<file path="src/rtl/i2c_mem_pkg.sv">
package i2c_mem_pkg;

  localparam int BYTE_W  = 8;
  localparam int STRAP_W = 3;
  localparam int CODE_W  = BYTE_W - STRAP_W - 1;
  localparam int BIT_CW  = $clog2(BYTE_W);

  typedef enum logic [2:0] {
    ST_IDLE,
    ST_RX,
    ST_RXACK,
    ST_TX,
    ST_TXACK,
    ST_HOLD
  } tgt_state_t;

  typedef enum logic [1:0] {
    PH_ADDR,
    PH_WORD,
    PH_DATA
  } byte_role_t;

endpackage

</file>
<file path="src/rtl/i2c_line_sync.sv">
module i2c_line_sync #(
  parameter int STAGES = 2
) (
  input  logic clk,
  input  logic rst_n,
  input  logic d_i,
  output logic q_o
);

  logic [STAGES-1:0] chain;
  logic [STAGES-1:0] chain_n;

  always_comb begin
    chain_n = {chain[STAGES-2:0], d_i};
  end

  // idle bus level is high, so the chain resets to ones
  always_ff @(posedge clk or negedge rst_n) begin
    if (!rst_n) chain <= '1;
    else        chain <= chain_n;
  end

  assign q_o = chain[STAGES-1];

endmodule

</file>
<file path="src/rtl/i2c_cond_detect.sv">
module i2c_cond_detect (
  input  logic clk,
  input  logic rst_n,
  input  logic scl_s,
  input  logic sda_s,
  output logic scl_rise,
  output logic scl_fall,
  output logic scl_hi,
  output logic start_det,
  output logic stop_det
);

  logic scl_q;
  logic sda_q;

  always_ff @(posedge clk or negedge rst_n) begin
    if (!rst_n) begin
      scl_q <= 1'b1;
      sda_q <= 1'b1;
    end else begin
      scl_q <= scl_s;
      sda_q <= sda_s;
    end
  end

  always_comb begin
    scl_rise  =  scl_s & ~scl_q;
    scl_fall  = ~scl_s &  scl_q;
    scl_hi    =  scl_s &  scl_q;
    start_det =  scl_hi & sda_q & ~sda_s;
    stop_det  =  scl_hi & ~sda_q & sda_s;
  end

endmodule

</file>
<file path="src/rtl/i2c_addr_decode.sv">
module i2c_addr_decode
  import i2c_mem_pkg::*;
#(
  parameter logic [CODE_W-1:0] MEM_CODE  = 4'b1010,
  parameter logic [CODE_W-1:0] PROT_CODE = 4'b0110
) (
  input  logic [BYTE_W-1:0]  addr_byte,
  input  logic [STRAP_W-1:0] strap,
  output logic               hit_mem,
  output logic               hit_prot
);

  logic [CODE_W-1:0]  code;
  logic [STRAP_W-1:0] dev;
  logic               dev_ok;

  always_comb begin
    code     = addr_byte[BYTE_W-1 -: CODE_W];
    dev      = addr_byte[STRAP_W:1];
    dev_ok   = (dev == strap);
    hit_mem  = dev_ok && (code == MEM_CODE);
    hit_prot = dev_ok && (code == PROT_CODE);
  end

endmodule

</file>
<file path="src/rtl/i2c_mem_target.sv">
module i2c_mem_target
  import i2c_mem_pkg::*;
#(
  parameter int                SYNC_STAGES = 2,
  parameter logic [CODE_W-1:0] MEM_CODE    = 4'b1010,
  parameter logic [CODE_W-1:0] PROT_CODE   = 4'b0110
) (
  input  logic               clk,
  input  logic               rst_n,
  input  logic               scl_i,
  input  logic               sda_i,
  output logic               sda_oe,
  input  logic [STRAP_W-1:0] strap_i,
  output logic [BYTE_W-1:0]  mem_addr_o,
  output logic               mem_wr_o,
  output logic [BYTE_W-1:0]  mem_wdata_o,
  output logic               mem_rd_o,
  input  logic [BYTE_W-1:0]  mem_rdata_i,
  output logic               prot_sel_o
);

  localparam logic [BIT_CW-1:0] LAST_BIT = BIT_CW'(BYTE_W - 1);

  // ---- line synchronizers, one per bus wire ----
  logic [1:0] line_raw;
  logic [1:0] line_s;

  assign line_raw = {sda_i, scl_i};

  for (genvar g = 0; g < 2; g++) begin : g_line
    i2c_line_sync #(.STAGES(SYNC_STAGES)) i_sync (
      .clk   (clk),
      .rst_n (rst_n),
      .d_i   (line_raw[g]),
      .q_o   (line_s[g])
    );
  end

  logic scl_rise, scl_fall, scl_hi, start_det, stop_det;

  i2c_cond_detect i_cond (
    .clk       (clk),
    .rst_n     (rst_n),
    .scl_s     (line_s[0]),
    .sda_s     (line_s[1]),
    .scl_rise  (scl_rise),
    .scl_fall  (scl_fall),
    .scl_hi    (scl_hi),
    .start_det (start_det),
    .stop_det  (stop_det)
  );

  // ---- state registers ----
  tgt_state_t        state,  state_n;
  byte_role_t        role,   role_n;
  logic [BIT_CW-1:0] cnt,    cnt_n;
  logic [BYTE_W-1:0] sh,     sh_n;
  logic [BYTE_W-1:0] ptr,    ptr_n;
  logic [BYTE_W-1:0] wdat,   wdat_n;
  logic              full,   full_n;
  logic              rd_dir, rd_dir_n;
  logic              prot,   prot_n;
  logic              wr_q,   wr_n;
  logic              ack_ok, ack_ok_n;
  logic              rd_pulse;
  logic              hit_mem, hit_prot;

  i2c_addr_decode #(.MEM_CODE(MEM_CODE), .PROT_CODE(PROT_CODE)) i_dec (
    .addr_byte (sh),
    .strap     (strap_i),
    .hit_mem   (hit_mem),
    .hit_prot  (hit_prot)
  );

  // ---- next-state logic ----
  always_comb begin
    state_n  = state;
    role_n   = role;
    cnt_n    = cnt;
    sh_n     = sh;
    ptr_n    = ptr;
    wdat_n   = wdat;
    full_n   = full;
    rd_dir_n = rd_dir;
    prot_n   = prot;
    ack_ok_n = ack_ok;
    wr_n     = 1'b0;
    rd_pulse = 1'b0;

    // pointer steps in the cycle after a write strobe
    if (wr_q) ptr_n = ptr + BYTE_W'(1);

    if (stop_det) begin
      state_n = ST_IDLE;
      prot_n  = 1'b0;
    end else if (start_det) begin
      state_n = ST_RX;
      role_n  = PH_ADDR;
      cnt_n   = '0;
      full_n  = 1'b0;
    end else begin
      unique case (state)
        ST_RX: begin
          if (scl_rise) begin
            sh_n  = {sh[BYTE_W-2:0], line_s[1]};
            cnt_n = cnt + BIT_CW'(1);
            if (cnt == LAST_BIT) full_n = 1'b1;
          end else if (scl_fall && full) begin
            full_n = 1'b0;
            cnt_n  = '0;
            unique case (role)
              PH_ADDR: begin
                if (hit_mem || hit_prot) begin
                  state_n  = ST_RXACK;
                  rd_dir_n = sh[0];
                  prot_n   = hit_prot;
                end else begin
                  state_n  = ST_HOLD;
                end
              end
              PH_WORD: begin
                ptr_n   = sh;
                role_n  = PH_DATA;
                state_n = ST_RXACK;
              end
              default: begin
                wr_n    = 1'b1;
                wdat_n  = sh;
                state_n = ST_RXACK;
              end
            endcase
          end
        end
        ST_RXACK: begin
          if (scl_fall) begin
            cnt_n = '0;
            if (role == PH_ADDR && rd_dir) begin
              rd_pulse = 1'b1;
              sh_n     = mem_rdata_i;
              ptr_n    = ptr + BYTE_W'(1);
              state_n  = ST_TX;
            end else begin
              if (role == PH_ADDR) role_n = PH_WORD;
              state_n = ST_RX;
            end
          end
        end
        ST_TX: begin
          if (scl_fall) begin
            if (cnt == LAST_BIT) begin
              state_n = ST_TXACK;
            end else begin
              sh_n  = {sh[BYTE_W-2:0], 1'b0};
              cnt_n = cnt + BIT_CW'(1);
            end
          end
        end
        ST_TXACK: begin
          if (scl_rise) begin
            ack_ok_n = ~line_s[1];
          end else if (scl_fall) begin
            cnt_n = '0;
            if (ack_ok) begin
              rd_pulse = 1'b1;
              sh_n     = mem_rdata_i;
              ptr_n    = ptr + BYTE_W'(1);
              state_n  = ST_TX;
            end else begin
              state_n  = ST_HOLD;
            end
          end
        end
        default: ;
      endcase
    end
  end

  // ---- register process ----
  always_ff @(posedge clk or negedge rst_n) begin
    if (!rst_n) begin
      state  <= ST_IDLE;
      role   <= PH_ADDR;
      cnt    <= '0;
      sh     <= '0;
      ptr    <= '0;
      wdat   <= '0;
      full   <= 1'b0;
      rd_dir <= 1'b0;
      prot   <= 1'b0;
      wr_q   <= 1'b0;
      ack_ok <= 1'b0;
    end else begin
      state  <= state_n;
      role   <= role_n;
      cnt    <= cnt_n;
      sh     <= sh_n;
      ptr    <= ptr_n;
      wdat   <= wdat_n;
      full   <= full_n;
      rd_dir <= rd_dir_n;
      prot   <= prot_n;
      wr_q   <= wr_n;
      ack_ok <= ack_ok_n;
    end
  end

  // ---- outputs ----
  assign sda_oe      = (state == ST_RXACK) || ((state == ST_TX) && !sh[BYTE_W-1]);
  assign mem_addr_o  = ptr;
  assign mem_wr_o    = wr_q;
  assign mem_wdata_o = wdat;
  assign mem_rd_o    = rd_pulse;
  assign prot_sel_o  = prot;

  // ---- assertions ----
  assert_oe_steady_R9: assert property (@(posedge clk) disable iff (!rst_n)
    scl_hi |=> $stable(sda_oe));

  assert_stop_idle_R2: assert property (@(posedge clk) disable iff (!rst_n)
    stop_det |=> (state == ST_IDLE));

  assert_prot_clear_R4: assert property (@(posedge clk) disable iff (!rst_n)
    stop_det |=> !prot_sel_o);

  assert_wr_single_R5: assert property (@(posedge clk) disable iff (!rst_n)
    mem_wr_o |=> !mem_wr_o);

  assert_rd_wr_excl_R6: assert property (@(posedge clk) disable iff (!rst_n)
    !(mem_rd_o && mem_wr_o));

  assert_hold_sticky_R7: assert property (@(posedge clk) disable iff (!rst_n)
    (state == ST_HOLD && !start_det && !stop_det) |=> (state == ST_HOLD));

  assert_ack_after_byte_R3: assert property (@(posedge clk) disable iff (!rst_n)
    (state == ST_RXACK && $past(state) != ST_RXACK) |-> $past(full));

endmodule

</file>
<file path="config.mk">
export PLATFORM = sky130hd
export DESIGN_NAME = i2c_mem_target
export DESIGN_NICKNAME = d
export VERILOG_FILES = /design/src/rtl/i2c_mem_pkg.sv /design/src/rtl/i2c_line_sync.sv /design/src/rtl/i2c_cond_detect.sv /design/src/rtl/i2c_addr_decode.sv /design/src/rtl/i2c_mem_target.sv
export SDC_FILE = /design/constraint.sdc
export NUM_CORES = 1
export LEC_CHECK = 0
export BUFFER_PORTS_ARGS = -buffer_cell sky130_fd_sc_hd__buf_2
export CAP_MARGIN = 25
export CORE_ASPECT_RATIO = 1.1
export CORE_MARGIN = 2
export CORE_UTILIZATION = 50
export DETAILED_ROUTE_END_ITERATION = 10
export GPL_ROUTABILITY_DRIVEN = 1
export PLACE_DENSITY = 0.76
export RECOVER_POWER = 100
export SYNTH_ARGS = -nofsm -noshare
export SYNTH_HDL_FRONTEND = slang
export SYNTH_HIERARCHICAL = 1
export SYNTH_SLANG_ARGS = --single-unit
</file>
<file path="constraint.sdc">
create_clock -name clk -period 4.5 [get_ports clk]
set_clock_uncertainty 0.15 [all_clocks]
set_input_delay 0.675 -clock clk [delete_from_list [all_inputs] [get_ports clk]]
set_output_delay 0.675 -clock clk [all_outputs]
set_load 0.01 [all_outputs]
</file>
==> flow_summary.yaml <==
clock_network:
  root_buffer: "clkbuf_8"
  cts.path.max_buffers: 2
  htree_levels: 2
  cts.sinks: 43
  cts-buffers-inserted: 5
  cts_resized: 0
  cts_tree: "done"
  ctsHoldBuffers: 0
  path_clk_slew_ns: 0.08
  cts_setup_buffers: 0
  clock_latency_ns: 0.30
power:
  powerDensity_mw_per_mm2: 561
  vdd.ir_drop.worst_mv: 0.324
  leakage_nw: 1.15
critical_path:
  end_kind: "output port"
  start_kind: "flip-flop"
  cp_max_fo: 11
  worstSetupPathType: "reg2out"
  critPathArrivalTime_ns: 2.66
  worstPathRequired_ns: 3.67
floorplanning:
  die_x_um: 71.2
  row_count: 26
  start_util: 0.527
  fp.dieH_um: 77.9
  core_region_area_mm2: 0.00472
  ioPinCount: 35
  die_area_mm2: 0.00555
routing:
  routedWlPerCell_um: 17.0
  firstDrtPassIters: 4
  ant_nets: 0
  wl_met2_um: 2800
  top_layer_used: "met4"
  num_vias: 2035
  finalWirelength_um: 5690
  routed-wl-met3_um: 245
  drt-initial-drc-count: 160
  wl_met1_um: 2500
  viasPerCell: 6.09
  drc: 0
final_layout:
  layout-drive-gt1-share: 0.180
  multi_input_comb_area_mm2: 0.00130
  diodes: 0
  area_growth_pct: 11.2
  register_area_mm2: 0.00108
  num-fill-cells: 411
  fin_cells: 334
  nets: 295
  final_cell_area_mm2: 0.00276
timing:
  final-max-slew-violation-count: 38
  period_share: 0.774
  setup_viol: 0
  tightest_slew_ns: 1.94
  hold_viol_final: 0
  rsz0062_at_grt: "false"
  slew-limit-headroom: -0.295
  fmax_ghz: 0.287
  holdWs_ns: 0.0877
  fin_crit_ns: 3.48
  setup-tns-final_ns: 0
synthesis:
  syn-cell-area_mm2: 0.00248
  synthCells: 247
  ys_warn_count: 6
  avgSynthCellArea_um2: 10.1
  syn_nets: 265
placement:
  dp_hpwl_um: 4060
  place_area_mm2: 0.00267
  place_congestion: 0.962
  io_buffer_count: 34
  dp_cells: 325
global_route:
  grt_use_total: 0.220
  grt_pass1_vias: 1925
  grt_max_degree: 44
  grt_overflow: 0
  grt_pass1_wl_um: 9630
  antenna_found_initial: 0
run:
  cap_viol_max_count: 1
outcome:
  status: "finished, violations left"
  violations: "capacitance limit, slew limit"
min_path:
  hp-class: "in2async"
per-stage QoR:
step	total power, mW	utilization	setup slack (ns)
after floorplan	1.08	-	1.92
after global placement	1.23	0.566	1.57
after detailed placement	1.25	0.566	1.51
after CTS	1.57	0.590	1.16
after global routing	1.66	0.585	0.828
final	1.55	0.585	1.02
worst max-delay path: stages (launching register included):
cell	delay (ns)
dfstp_1	0.55
nor2b_1	0.56
nor4bb_1	0.41
a32o_1	0.33
and3_1	0.32
clkbuf_1	0.18
layout make-up:
| cell class | instances | share of cell area |
|---|---|---|
| flip-flops and latches | 43 | 0.392 |
| inverters | 12 | 0.0163 |
| clock inverters | 2 | 0.0127 |
| clock buffers | 6 | 0.0299 |
| well taps | 56 | 0.0254 |
| multi-input cells | 180 | 0.470 |
| repair buffers | 35 | 0.0535 |
metal layers:
layer | vias up | track usage
met1 | 971 | 0.285
met4 | 0 | 0.0811
met2 | 66 | 0.362
met5 | - | 0
met3 | 11 | 0.0455
li1 | 987 | -
where the power goes:
part / internal [mW] / leakage, nW / switching, mW
combinational: 0.277 / 0.549 / 0.287
sequential: 0.499 / 0.543 / 0.174
clock: 0.180 / 0.0612 / 0.133
sequential cells by signal, indices dropped and copies added, names as in the netlist:
register,flops
ack_ok,1
cnt,3
full,1
g_line.i_sync/chain,4
i_cond/scl_q,1
i_cond/sda_q,1
mem_addr_o,8
mem_wdata_o,8
mem_wr_o,1
prot_sel_o,1
rd_dir,1
role,2
sh,8
state,3
cells in the final DEF (no fill, tap or decap), types with 12 or more instances in the layout:
cell type and count:
buf_2 13, o21ai_0 13, clkbuf_1 22, nor2_1 16, nand3_1 12, inv_1 12
dfrtp_1 37, mux2_2 22, nand2_1 18
final timing paths:
kind | start | endpoint | slack [ns] | cells after the start
worst max-delay path | i_cond/scl_q$_DFF_PN1_ | mem_rd_o | 1.02 | 5
worst min-delay path | rst_n | full$_DFFE_PN0P_ | 0.09 | 1
worst max register to register | i_cond/scl_q$_DFF_PN1_ | mem_addr_o[5]$_DFF_PN0_ | 1.49 | 6
worst min register to register | g_line[1].i_sync/chain[0]$_DFF_PN1_ | g_line[1].i_sync/chain[1]$_DFF_PN1_ | 0.21 | 0
max in group asynchronous | rst_n | state[0]$_DFFE_PN0P_ | 1.97 | 2
min in group clk | g_line[1].i_sync/chain[0]$_DFF_PN1_ | g_line[1].i_sync/chain[1]$_DFF_PN1_ | 0.21 | 0
No activity file was read; power rests on OpenSTA's default activity.
